===== src/rtl/cmp_filter_status.sv =====
module cmp_filter_status #(
  parameter int PER_W = 8,
  parameter int SEL_W = 3,
  parameter int AGREE = 4
) (
  input  logic       clk,
  input  logic       rst_n,
  input  logic       raw_in,
  input  logic       sample_in,
  input  logic       wr_en,
  input  logic [1:0] addr,
  input  logic [7:0] wr_data,
  output logic [7:0] rd_data,
  output logic       filt_out,
  output logic       pin_out,
  output logic       pin_oe,
  output logic       irq,
  output logic       dma_req
);
  localparam int SW = (AGREE > 2) ? $clog2(AGREE) : 1;
  localparam logic [SW-1:0] LAST = SW'(AGREE - 1);

  logic             en_q, pin_en_q, ext_q;
  logic [SEL_W-1:0] pos_q, neg_q;
  logic [PER_W-1:0] per_q, cnt_q;
  logic             ie_r_q, ie_f_q, dma_en_q, fl_r_q, fl_f_q;
  logic             s1_q, s2_q, filt_q, filt_d;
  logic [SW-1:0]    streak_q, streak_d;
  logic             active, bypass, per_hit, tick, rise_ev, fall_ev, req;
  logic             wr_ctl, wr_mux, wr_per, wr_st;

  assign active  = en_q && (pos_q != neg_q);
  assign bypass  = !ext_q && (per_q == '0);
  assign per_hit = (per_q != '0) && (cnt_q >= per_q - 1'b1);
  assign tick    = active && (ext_q ? sample_in : per_hit);

  assign wr_ctl = wr_en && (addr == 2'd0);
  assign wr_mux = wr_en && (addr == 2'd1);
  assign wr_per = wr_en && (addr == 2'd2);
  assign wr_st  = wr_en && (addr == 2'd3);

  always_ff @(posedge clk or negedge rst_n) begin
    if (!rst_n) begin
      s1_q <= 1'b0;
      s2_q <= 1'b0;
    end else begin
      s1_q <= raw_in;
      s2_q <= s1_q;
    end
  end

  always_ff @(posedge clk or negedge rst_n) begin
    if (!rst_n)
      cnt_q <= '0;
    else if (!active || ext_q || per_q == '0 || per_hit)
      cnt_q <= '0;
    else
      cnt_q <= cnt_q + 1'b1;
  end

  always_comb begin
    filt_d   = filt_q;
    streak_d = streak_q;
    if (!active) begin
      filt_d   = 1'b0;
      streak_d = '0;
    end else if (bypass) begin
      filt_d   = s2_q;
      streak_d = '0;
    end else if (tick) begin
      if (s2_q == filt_q)
        streak_d = '0;
      else if (streak_q == LAST) begin
        filt_d   = s2_q;
        streak_d = '0;
      end else
        streak_d = streak_q + 1'b1;
    end
  end

  always_ff @(posedge clk or negedge rst_n) begin
    if (!rst_n) begin
      filt_q   <= 1'b0;
      streak_q <= '0;
    end else begin
      filt_q   <= filt_d;
      streak_q <= streak_d;
    end
  end

  assign rise_ev = active && filt_d && !filt_q;
  assign fall_ev = active && !filt_d && filt_q;

  always_ff @(posedge clk or negedge rst_n) begin
    if (!rst_n) begin
      fl_r_q <= 1'b0;
      fl_f_q <= 1'b0;
    end else begin
      fl_r_q <= rise_ev || (fl_r_q && !(wr_st && wr_data[1]));
      fl_f_q <= fall_ev || (fl_f_q && !(wr_st && wr_data[2]));
    end
  end

  always_ff @(posedge clk or negedge rst_n) begin
    if (!rst_n) begin
      en_q     <= 1'b0;
      pin_en_q <= 1'b0;
      ext_q    <= 1'b0;
      pos_q    <= '0;
      neg_q    <= '0;
      per_q    <= '0;
      ie_r_q   <= 1'b0;
      ie_f_q   <= 1'b0;
      dma_en_q <= 1'b0;
    end else begin
      if (wr_ctl) begin
        en_q     <= wr_data[0];
        pin_en_q <= wr_data[1];
        ext_q    <= wr_data[2];
      end
      if (wr_mux) begin
        pos_q <= wr_data[SEL_W-1:0];
        neg_q <= wr_data[2*SEL_W-1:SEL_W];
      end
      if (wr_per)
        per_q <= wr_data[PER_W-1:0];
      if (wr_st) begin
        ie_r_q   <= wr_data[3];
        ie_f_q   <= wr_data[4];
        dma_en_q <= wr_data[5];
      end
    end
  end

  always_comb begin
    case (addr)
      2'd0:    rd_data = {5'b0, ext_q, pin_en_q, en_q};
      2'd1:    rd_data = 8'({neg_q, pos_q});
      2'd2:    rd_data = 8'(per_q);
      default: rd_data = {2'b0, dma_en_q, ie_f_q, ie_r_q, fl_f_q, fl_r_q, filt_q};
    endcase
  end

  assign req      = (fl_r_q && ie_r_q) || (fl_f_q && ie_f_q);
  assign irq      = req && !dma_en_q;
  assign dma_req  = req && dma_en_q;
  assign filt_out = filt_q;
  assign pin_out  = filt_q && pin_en_q;
  assign pin_oe   = pin_en_q;


  off_clear_chk: assert property (@(posedge clk) disable iff (!rst_n)
    !active |=> !filt_out);


  rise_flag_chk: assert property (@(posedge clk) disable iff (!rst_n)
    $rose(filt_out) |-> fl_r_q);


  fall_flag_chk: assert property (@(posedge clk) disable iff (!rst_n)
    $fell(filt_out) && $past(active) |-> fl_f_q);


  req_route_chk: assert property (@(posedge clk) disable iff (!rst_n)
    !(irq && dma_req));


  pin_gate_chk: assert property (@(posedge clk) disable iff (!rst_n)
    !pin_oe |-> !pin_out);


  hold_between_ticks_chk: assert property (@(posedge clk) disable iff (!rst_n)
    $past(active) && !$past(bypass) && !$past(tick) |-> $stable(filt_out));
endmodule


===== config.mk =====
export PLATFORM = sky130hd
export DESIGN_NAME = cmp_filter_status
export DESIGN_NICKNAME = d
export VERILOG_FILES = /design/src/rtl/cmp_filter_status.sv
export SDC_FILE = /design/constraint.sdc
export NUM_CORES = 1
export LEC_CHECK = 0
export ABC_CLOCK_PERIOD_IN_PS = 3500
export BUFFER_PORTS_ARGS = -buffer_cell sky130_fd_sc_hd__buf_4
export CELL_PAD_IN_SITES_DETAIL_PLACEMENT = 0
export CELL_PAD_IN_SITES_GLOBAL_PLACEMENT = 1
export CORE_ASPECT_RATIO = 0.8
export CORE_MARGIN = 2
export CORE_UTILIZATION = 45
export CTS_CLUSTER_DIAMETER = 50
export CTS_CLUSTER_SIZE = 14
export DETAILED_ROUTE_END_ITERATION = 8
export PLACE_DENSITY = 0.86
export SLEW_MARGIN = 20
export SYNTH_ARGS = -nofsm -noshare
export SYNTH_HDL_FRONTEND = slang
export SYNTH_SLANG_ARGS = --single-unit

===== constraint.sdc =====
create_clock -name clk -period 3.5 [get_ports clk]
set_input_delay 0.35 -clock clk [delete_from_list [all_inputs] [get_ports clk]]
set_output_delay 0.35 -clock clk [all_outputs]
set_load 0.01 [all_outputs]

# Word level (Yosys, flattened, before mapping)
# Index checks and enable logic that the tools add are counted.
dict set report word_totals {
  latchBits 0
  ramBits 0
  reg_bits 35
  mem_count 0
  word_cells 77
  romBits 0
  input_bits 15
}
dict set report op_classes {
  n_shift 0
  n_mul 0
  n_eq_ne 7
  n_div 0
  bitwise_logic 0
  add_sub_neg 3
  order_cmp 1
  n_mux 13
  n_reduce_logical 37
}
# op count
set op_table {}
lappend op_table {{case mux 8 bit (3 select lines)} 1}
lappend op_table {{logical AND 1 bit} 21}
lappend op_table {{two-way mux 2 bit} 5}
lappend op_table {{adder 8 x 1 -> 8 bit, second input constant} 1}
lappend op_table {{>= comparator 8 bit} 1}
lappend op_table {{zero test 8 bit} 1}
lappend op_table {{two-way mux 8 bit} 1}
lappend op_table {{nonzero test 8 bit} 1}
lappend op_table {{subtractor 8 x 1 -> 8 bit, second input constant} 1}
lappend op_table {{zero test 1 bit} 7}
lappend op_table {{== test 2 bit, second input constant} 3}
lappend op_table {{logical OR 1 bit} 6}
lappend op_table {{two-way mux 1 bit} 6}
lappend op_table {{!= test 3 x 1 -> 1 bit, second input constant} 1}
lappend op_table {{!= test 3 bit} 1}
lappend op_table {{adder 2 x 1 -> 2 bit, second input constant} 1}
lappend op_table {{== test 2 x 1 -> 1 bit, second input constant} 1}
lappend op_table {{zero test 2 bit} 1}
lappend op_table {{== test 1 bit} 1}

# Longest topological paths before layout
# Gate-level depths: netlist (run 1).
dict set report depth {
  depth_word 12
  depth_mapped 12
  mapped_depth_nobuf 11
}

# Worst setup path after synthesis (run 1)
# No wires, ideal clock.
dict set report synth_path {
  kind {reg-to-reg}
  start {reg per_q[2]}
  end {reg cnt_q[2]}
  required_ps 3429
  stages_incl_launch_ff 11
  slack_ps 790
  setup_ps 71
  arrival_ps 2639
  period_less_slack_ps 2710
  path_cell_list {dfrtp_1 or4_4 nor4_1 xnor2_1 ha_1 a211oi_1 o21a_1 o41ai_1 or3_1 buf_2 nor2_1}
}
dict set report synth_between {
  elab_chain_cells 5
}
# element line_no
set synth_rtl {}
lappend synth_rtl {{start, declared} 25} ;# logic [PER_W-1:0] per_q, cnt_q;
lappend synth_rtl {{start signal, assigned} 126} ;# per_q <= wr_data[PER_W-1:0];
lappend synth_rtl {{subtractor 8 x 1 -> 8 bit} 34} ;# assign per_hit = (per_q != '0) && (cnt_q >= per_q - 1'b1);
lappend synth_rtl {{>= comparator 8 bit} 34}
lappend synth_rtl {{logical AND 1 bit} 34}
lappend synth_rtl {{logical OR 1 bit *} 55} ;# else if (!active || ext_q || per_q == '0 || per_hit)
lappend synth_rtl {{two-way mux 8 bit *} 55}
lappend synth_rtl {{end signal, assigned} 58} ;# cnt_q <= cnt_q + 1'b1;
lappend synth_rtl {{end, declared} 25}
# Every way passes the cells marked *; elsewhere a longest branch is shown, timed or not.
# A chain may end at the register's enable or synchronous reset.

# Final worst setup path (run 1)
dict set report layout_path {
  start {reg per_q[2]}
  end {reg streak_q[0]}
}
dict set report layout_between {
  elab_chain_cells 6
}
# element line_no
set layout_rtl {}
lappend layout_rtl {{subtractor 8 x 1 -> 8 bit} 34}
lappend layout_rtl {{>= comparator 8 bit} 34}
lappend layout_rtl {{logical AND 1 bit} 34}
lappend layout_rtl {{two-way mux 1 bit} 35} ;# assign tick = active && (ext_q ? sample_in : per_hit);
lappend layout_rtl {{logical AND 1 bit} 35}
lappend layout_rtl {{!= test 3 x 1 -> 1 bit (no line)} n/a}
lappend layout_rtl {{end signal, assigned} 87} ;# streak_q <= streak_d;
lappend layout_rtl {{end, declared} 28} ;# logic [SW-1:0] streak_q, streak_d;
# Parallel ways exist; a longest one is shown, timed or not.

==> impl_metrics.yaml, run 1 <==
status:
  status: "completed"
route:
  initialDrtViolationCount: 53
  first_pass_iters: 4
  totalWireLength_mm: 4.17
  antenna_left: 0
  vias: 1418
  via_per_inst: 5.47
  wl_per_cell_um: 16.1
  route.detailed.drc: 0
synth:
  synth_area_leader_cell: "dfrtp_1"
  synth-seq-cells: 35
  synth-async-reset-ratio_pct: 100
  ys_warn_count: 0
  synthTopCellsByArea: "dfrtp_1 44%, mux2_2 13%, ha_1 7.5%"
  synth_edf_count: 0
  seq_area_frac_synth_pct: 44.0
  syn_area_um2: 1990
  ys_types: 42
  yosys.area.top_type_share_pct: 44.0
  yosys_most_used_dff: "dfrtp_1"
  syn_avg_cell_area_um2: 11.7
  synthCells: 170
  synthesis.nets: 197
clocking:
  cts_tree: "yes"
  ctsHtreeMaxLevel: 2
  cts_root_buf: "clkbuf_8"
  clk_pin_slew_worst_paths_ns: 0.08
  cts.repair.resized: 0
  cts_setup_buffers: 0
  insertion_delay_ns: 0.30
  cts_buffers: 5
  hold_buffers: 0
  clockBufferDepth: 2
  clock-sinks: 35
layout:
  post-route-util_pct: 55.6
  final_nets: 228
  final_cell_count_no_fill: 259
  fillers: 353
  drive_above_1_share_pct: 33.7
  num_antenna_cells: 0
  area_growth_pct: 18.1
  design_area_um2: 2350
sta:
  rsz0062_at_grt: "false"
  finalClockSkew_ns: 0.00889
  hold_viol_final: 0
  worst_pin_slew_ns: 0.503
  setup_tns_ns: 0
  setup_violations: 0
  slew_viol_final: 0
  relSlewSlack_pct: 66.0
  max_freq_mhz: 328
  fin_crit_sh_pct: 87.0
  fin_crit_ns: 3.05
critical_path:
  rrSetupSlack_ns: 0.45
  worst_ep_required_time_ns: 3.68
  crit_chain: "or4_4 > nor4_1 > xnor2_1 > ha_1 > nand2_1 > o41ai_1 > nand2_1 > mux2_4"
  path_delay_family: "simple AND/OR/NAND/NOR gates"
  crit_cells: 8
  cp-start-kind: "flip-flop"
  r2r_start: "per_q[2]"
  path_max_fanout: 7
  setup.worst_path.class: "flip-flop to flip-flop"
  end_kind: "flip-flop"
  cp_slowest_stage_delay_ns: 0.58
  crit_top_cell: "nand2_1"
  critPathCapture: "streak_q[0]"
  r2r_cells: 8
  cp_slowest_cell: "or4_4"
  cp_num_buf_inv: 0
  reg2reg_to: "streak_q[0]"
  critPathLaunch: "per_q[2]"
  cp.arrival_ns: 3.22
placed_design:
  placed_area_um2: 2250
  dp.cells: 251
  dp_hpwl_mm: 3.25
  routabilityCongestion: 0.811
  portBuffers: 27
grt:
  grt_usage_pct: 19.0
  grt_pass1_wl_mm: 7.16
  grt_pass1_vias: 1464
  grt_overflow: 0
  antenna_found_initial: 0
  grt_max_degree: 36
die:
  core_um2: 4230
  rows: 21
  initial_core_util_pct: 47.1
  fp.dieH_um: 63.5
  die_area_um2: 4980
  io_pins: 28
  dieWidth_um: 78.4
pwr:
  power_density_nw_per_um2: 485
  p_leak_nw: 1.07
  peakVddDrop_mv: 0.260
run:
  maxCapViolations: 0
worst_hold_path:
  hold_class: "input pin to async pin"
## power by group
| group | leakage [nW] | switching (mW) | internal, mW |
|---|---|---|---|
| clock network | 0.0474 | 0.154 | 0.161 |
| registers | 0.440 | 0.0698 | 0.457 |
| logic | 0.580 | 0.137 | 0.161 |
## per-layer routing
layer	global-route usage (%)	vias to the layer above	wire length (µm)
met5	0	-	0
met2	29.3	25	1990
met1	25.8	708	1950
met3	4.73	5	180
li1	-	680	-
met4	7.46	0	56
## cell families (layout without fill, tap and decap cells)
kind of cell	after synthesis	in the layout	synth area share (%)
adder cells (fa/ha/maj)	12	12	7.54
flip-flops	35	35	44.0
multiplexers	29	29	18.3
AND/OR/NAND/NOR	55	55	15.5
XOR/XNOR	16	16	7.03
buffers and inverters	8	40	1.57
AO/OA/AOI/OAI	15	15	6.09
## registers in the layout, indices dropped and copies added, names as in the netlist, 2 cells and up
name      flops
cnt_q         8
per_q         8
streak_q      2
pos_q         3
neg_q         3
## cells in the final DEF (no fill, tap or decap), types with 2 or more instances in the layout
cell,Yosys,routed
a22o_1,5,5
nand3_1,7,7
dfrtp_1,35,35
xnor2_1,6,6
mux2_2,23,23
nand4_1,2,2
nor2b_1,3,3
mux4_2,2,2
inv_1,5,5
nor3_1,3,3
xor2_1,10,10
or3_2,2,2
nor2_1,14,14
ha_1,12,12
clkbuf_8,0,6
buf_4,0,27
mux2i_1,2,2
nand2_1,7,7
and2_1,4,4
and3_1,3,3
o21a_1,2,2
## how the worst min path moves through the flow
stage | end | cells past startpoint | from | slack [ns]
3_3_place_gp | cnt_q[1] | 1 | rst_n | 0.32
4_1_cts | per_q[3] | 1 | rst_n | 0.001
3_5_place_dp | cnt_q[1] | 1 | rst_n | 0.33
2_1_floorplan | cnt_q[0] | 0 | rst_n | 0.05
6_report | per_q[3] | 1 | rst_n | 0.00002
5_1_grt | per_q[3] | 1 | rst_n | 0.03
## worst register-to-register path, stage by stage (launching register included)
cell and delay [ns]:
dfrtp_1 0.45, or4_4 0.59, nor4_1 0.34, xnor2_1 0.12
ha_1 0.30, nand2_1 0.07, o41ai_1 0.54, nand2_1 0.20
mux2_4 0.33
## metrics by stage
step | total power, mW | hold WS [ns] | setup slack, ns
floorplan | 0.724 | 0.0544 | 0.790
global placement | 0.817 | 0.320 | 0.580
detailed placement | 0.834 | 0.327 | 0.463
CTS | 1.15 | 0.00143 | 0.443
global route | 1.21 | 0.0306 | 0.297
finish | 1.14 | 0.0000182 | 0.454
## synthesized netlist by cell type (all sizes together), types with 2 or more instances
cell,instances
dfrtp,35
mux2,24
nor2,15
ha,12
xor2,10
nand2,7
nand3,7
xnor2,6
a22o,5
inv,5
and2,4
and3,3
mux4,3
nor2b,3
nor3,3
or3,3
buf,2
mux2i,2
nand4,2
nor4,2
o21a,2
or2b,2
## area by class of cell
type | instances | area [µm²] | area share, %
repair buffers | 27 | 203 | 8.62
flip-flops and latches | 35 | 876 | 37.2
multi-input cells | 127 | 1080 | 46.1
clock buffers | 6 | 82.6 | 3.51
clock inverters | 2 | 16.3 | 0.691
well taps | 57 | 71.3 | 3.03
inverters | 5 | 18.8 | 0.798
Note: power is estimated with default switching activity, not from simulation.
==> inputs of run 2 (changes only) <==
--- a/config.mk
+++ b/config.mk
@@ -15,7 +15,7 @@
 export CTS_CLUSTER_DIAMETER = 50
 export CTS_CLUSTER_SIZE = 14
 export DETAILED_ROUTE_END_ITERATION = 8
-export PLACE_DENSITY = 0.86
+export PLACE_DENSITY = 0.85
 export SLEW_MARGIN = 20
 export SYNTH_ARGS = -nofsm -noshare
 export SYNTH_HDL_FRONTEND = slang
==> impl_metrics.yaml, run 2 (same netlist as run 1, synthesis figures left out) <==
pwr:
  sw_frac_of_total_pct: 30.3
  power_frac_comb_pct: 25.0
  sequentialPowerShare_pct: 43.1
  peakVddDrop_mv: 0.288
  p_leak_nw: 1.08
  power_density_nw_per_um2: 516
  p_clk_share_pct: 31.9
  switching_power_uw: 371
  power.internal_uw: 855
route:
  m1WireLength_mm: 1.95
  route.detailed.drc: 0
  antenna_left: 0
  wl_per_cell_um: 17.3
  via_per_inst: 5.61
  highest_layer: "met4"
  met2_wirelength_mm: 2.24
  totalWireLength_mm: 4.48
  initialDrtViolationCount: 65
  vias: 1453
  met3_length_um: 218
  first_pass_iters: 4
sta:
  max_freq_mhz: 319
  hold_viol_final: 4
  setup_tns_ns: 0
  slew_viol_final: 0
  setup_violations: 0
  fin_crit_sh_pct: 89.7
  fin_crit_ns: 3.14
  holdWs_ns: -0.00221
  relSlewSlack_pct: 67.0
  finalClockSkew_ns: 0.00806
  rsz0062_at_grt: "false"
  worst_pin_slew_ns: 0.482
clocking:
  ctsHtreeMaxLevel: 2
  cts_buffers: 5
  cts_setup_buffers: 0
  clock-sinks: 35
  cts.repair.resized: 0
  insertion_delay_ns: 0.29
  cts_tree: "yes"
  clk_pin_slew_worst_paths_ns: 0.08
  hold_buffers: 0
  cts_root_buf: "clkbuf_8"
  clockBufferDepth: 2
critical_path:
  cp-start-kind: "flip-flop"
  end_kind: "flip-flop"
  setup.worst_path.class: "flip-flop to flip-flop"
  rrSetupSlack_ns: 0.36
  cp.arrival_ns: 3.36
  r2r_start: "per_q[2]"
  path_max_fanout: 8
  worst_ep_required_time_ns: 3.72
  critPathLaunch: "per_q[2]"
layout:
  final_nets: 228
  fillers: 381
  top_regs: "cnt_q (8), per_q (8)"
  num_antenna_cells: 0
  area_growth_pct: 19.2
  drive_above_1_share_pct: 33.7
  final_cell_count_no_fill: 259
  final_common_cell: "dfrtp_1"
  final_cell_mix: "35 x dfrtp_1, 27 x buf_4, 23 x mux2_2"
die:
  fp.dieH_um: 63.5
  initial_core_util_pct: 47.1
  core_um2: 4230
  die_area_um2: 4980
  rows: 21
  io_pins: 28
  dieWidth_um: 78.4
grt:
  antenna_found_initial: 0
  grt_usage_pct: 19.9
  grt_pass1_wl_mm: 7.55
  grt_pass1_vias: 1520
  grt_max_degree: 36
  grt_overflow: 0
placed_design:
  dp.cells: 251
  dp_hpwl_mm: 3.30
  portBuffers: 27
  routabilityCongestion: 0.762
status:
  failed_checks: "negative hold slack"
  status: "complete, but fails checks"
worst_hold_path:
  hold_class: "input pin to async pin"
run:
  maxCapViolations: 0
-- run 2: cell types whose count changed in the layout (fill, tap and decap cells not counted), sizes merged --
cell / change
clkinv: -1
clkinvlp: -1
inv: +1
bufinv: +1
-- run 2: metrics by stage --
stage / instance area [µm²] / total power, mW / utilization (%) / worst slack [ns]
detailed placement: 2250 / 0.837 / 53.3 / 0.403
global route: 2370 / 1.29 / 56.1 / 0.238
CTS: 2370 / 1.23 / 56.1 / 0.369
floorplan: 1990 / 0.724 / - / 0.790
finish: 2370 / 1.23 / 56.1 / 0.360
global placement: 2250 / 0.819 / 53.3 / 0.508
-- run 2: final cells by class --
type	instances	area (µm²)	share of cell area [%]
clock buffers	6	82.6	3.48
clock inverters	2	38.8	1.63
inverters	5	18.8	0.790
multi-input cells	127	1080	45.7
flip-flops and latches	35	876	36.9
well taps	57	71.3	3.00
repair buffers	27	203	8.54
-- run 2: worst max-delay path: stages (launching register included) --
cell and delay, ns:
dfrtp_1 0.46, or4_4 0.58, nor4_1 0.31, xnor2_1 0.18, ha_1 0.27, a211oi_1 0.29, o21a_1 0.17, o41ai_1 0.10
or3_1 0.55, nor2_1 0.17
-- run 2: metal layers --
layer / up-vias / GRT usage [%]
met5: - / 0
met2: 42 / 33.1
met3: 11 / 4.44
met1: 728 / 25.9
li1: 672 / -
met4: 0 / 6.58
-- run 2: power groups by stage --
stage          sequential [mW]  combinational, mW  clock [mW]
3_3_place_gp             0.530              0.289           0
3_5_place_dp             0.534              0.302           0
4_1_cts                  0.527              0.311       0.395
5_1_grt                  0.538              0.338       0.416
2_1_floorplan            0.512              0.212           0
6_report                 0.529              0.306       0.391
-- run 2: worst paths after layout --
| kind | end | cells past startpoint |
|---|---|---|
| min in group clk | s1_q | 1 |
| worst max-delay path | cnt_q[4] | 9 |
| worst max register to register | cnt_q[4] | 9 |
| max in group asynchronous | streak_q[0] | 1 |
| worst min register to register | s2_q | 0 |
| worst min-delay path | cnt_q[1] | 1 |
==> inputs of run 3 (changes only) <==
--- a/config.mk
+++ b/config.mk
@@ -15,7 +15,7 @@
 export CTS_CLUSTER_DIAMETER = 50
 export CTS_CLUSTER_SIZE = 14
 export DETAILED_ROUTE_END_ITERATION = 8
-export PLACE_DENSITY = 0.85
+export PLACE_DENSITY = 0.78
 export SLEW_MARGIN = 20
 export SYNTH_ARGS = -nofsm -noshare
 export SYNTH_HDL_FRONTEND = slang
==> impl_metrics.yaml, run 3 (same netlist as run 1, synthesis figures left out) <==
pwr:
  power.internal_uw: 759
  sw_frac_of_total_pct: 31.2
  switching_power_uw: 345
  sequentialPowerShare_pct: 47.8
  p_leak_nw: 1.06
  power_frac_comb_pct: 27.0
  power_density_nw_per_um2: 473
  p_clk_share_pct: 25.2
  peakVddDrop_mv: 0.309
sta:
  setup_tns_ns: 0
  holdWs_ns: 0.0112
  max_freq_mhz: 328
  slew_viol_final: 0
  fin_crit_sh_pct: 87.2
  worst_pin_slew_ns: 0.528
  hold_viol_final: 0
  fin_crit_ns: 3.05
  rsz0062_at_grt: "false"
  setup_violations: 0
  finalClockSkew_ns: 0.00779
  relSlewSlack_pct: 64.3
die:
  initial_core_util_pct: 47.1
  rows: 21
  die_area_um2: 4980
  io_pins: 28
  dieWidth_um: 78.4
  fp.dieH_um: 63.5
  core_um2: 4230
grt:
  grt_pass1_wl_mm: 7.02
  grt_max_degree: 36
  grt_pass1_vias: 1396
  antenna_found_initial: 0
  grt_overflow: 0
  grt_usage_pct: 18.4
route:
  totalWireLength_mm: 4.14
  via_per_inst: 5.48
  initialDrtViolationCount: 58
  antenna_left: 0
  vias: 1420
  first_pass_iters: 4
  wl_per_cell_um: 16.0
  route.detailed.drc: 0
layout:
  final_cell_mix: "35 x dfrtp_1, 27 x buf_4, 23 x mux2_2"
  final_common_cell: "dfrtp_1"
  drive_above_1_share_pct: 32.7
  num_antenna_cells: 0
  area_growth_pct: 17.2
  top_regs: "cnt_q (8), per_q (8)"
  final_nets: 228
  fillers: 366
  final_cell_count_no_fill: 259
clocking:
  cts_buffers: 5
  insertion_delay_ns: 0.28
  clk_pin_slew_worst_paths_ns: 0.07
  cts_setup_buffers: 0
  hold_buffers: 0
  cts_root_buf: "clkbuf_8"
  clockBufferDepth: 2
  clock-sinks: 35
  cts.repair.resized: 0
  ctsHtreeMaxLevel: 2
  cts_tree: "yes"
critical_path:
  cp-start-kind: "flip-flop"
  setup.worst_path.class: "flip-flop to flip-flop"
  rrSetupSlack_ns: 0.45
  cp.arrival_ns: 3.26
  worst_ep_required_time_ns: 3.71
  end_kind: "flip-flop"
  r2r_cells: 9
  path_max_fanout: 8
placed_design:
  routabilityCongestion: 0.814
  dp_hpwl_mm: 3.21
  portBuffers: 27
  dp.cells: 251
status:
  status: "completed"
worst_hold_path:
  hold_class: "input pin to async pin"
run:
  maxCapViolations: 0
-- run 3: changes by cell type in the layout (fill, tap and decap cells not counted) --
cell and delta:
bufinv_16 -1, clkbuf_1 +2, clkbuf_8 -1, clkinv_2 +1
inv_6 -1
-- run 3: path summary, 6_finish.rpt --
kind                           from        to
max in group asynchronous     rst_n  per_q[1]
setup / recovery           per_q[2]  cnt_q[1]
min in group clk             raw_in      s1_q
hold reg to reg                s1_q      s2_q
hold / removal                rst_n  cnt_q[2]
setup reg to reg           per_q[2]  cnt_q[1]
-- run 3: per-stage QoR --
stage | utilization [%] | setup WS, ns | area [µm²] | power, mW
global placement | 53.3 | 0.504 | 2250 | 0.825
floorplan | - | 0.790 | 1990 | 0.724
detailed placement | 53.3 | 0.480 | 2250 | 0.835
CTS | 55.2 | 0.450 | 2330 | 1.11
finish | 55.2 | 0.449 | 2330 | 1.10
global route | 55.2 | 0.269 | 2330 | 1.18
-- run 3: layout make-up --
type / count / area (µm²) / share of cell area, %
sequential: 35 / 876 / 37.5
clock buffer: 7 / 76.3 / 3.27
clock inverter: 1 / 5.00 / 0.214
inverter: 5 / 18.8 / 0.804
timing repair buffer: 27 / 203 / 8.68
tap: 57 / 71.3 / 3.05
multi-input combinational: 127 / 1080 / 46.5
-- run 3: worst max-delay path, stage by stage, from the launching register on --
cell      delay [ns]
dfrtp_1         0.46
or4_4           0.58
nor4_1          0.29
xnor2_1         0.17
ha_1            0.26
a211oi_1        0.25
o21a_1          0.16
o41ai_1         0.10
or3_1           0.55
nor2_1          0.14
-- run 3: per-layer routing --
| metal | part of all wire [%] | routed length, µm | GRT usage (%) |
|---|---|---|---|
| met1 | 50 | 2060 | 27.1 |
| met2 | 46 | 1900 | 27.2 |
| met3 | 3.3 | 135 | 4.30 |
| met4 | 1.1 | 45 | 5.26 |
| met5 | 0 | 0 | 0 |
-- run 3: power groups by stage --
stage / Combinational [mW] / Clock (mW) / Sequential, mW
after floorplan: 0.212 / 0 / 0.512
after global placement: 0.293 / 0 / 0.532
after detailed placement: 0.301 / 0 / 0.534
after CTS: 0.302 / 0.286 / 0.526
after global routing: 0.329 / 0.309 / 0.538
final: 0.298 / 0.278 / 0.527
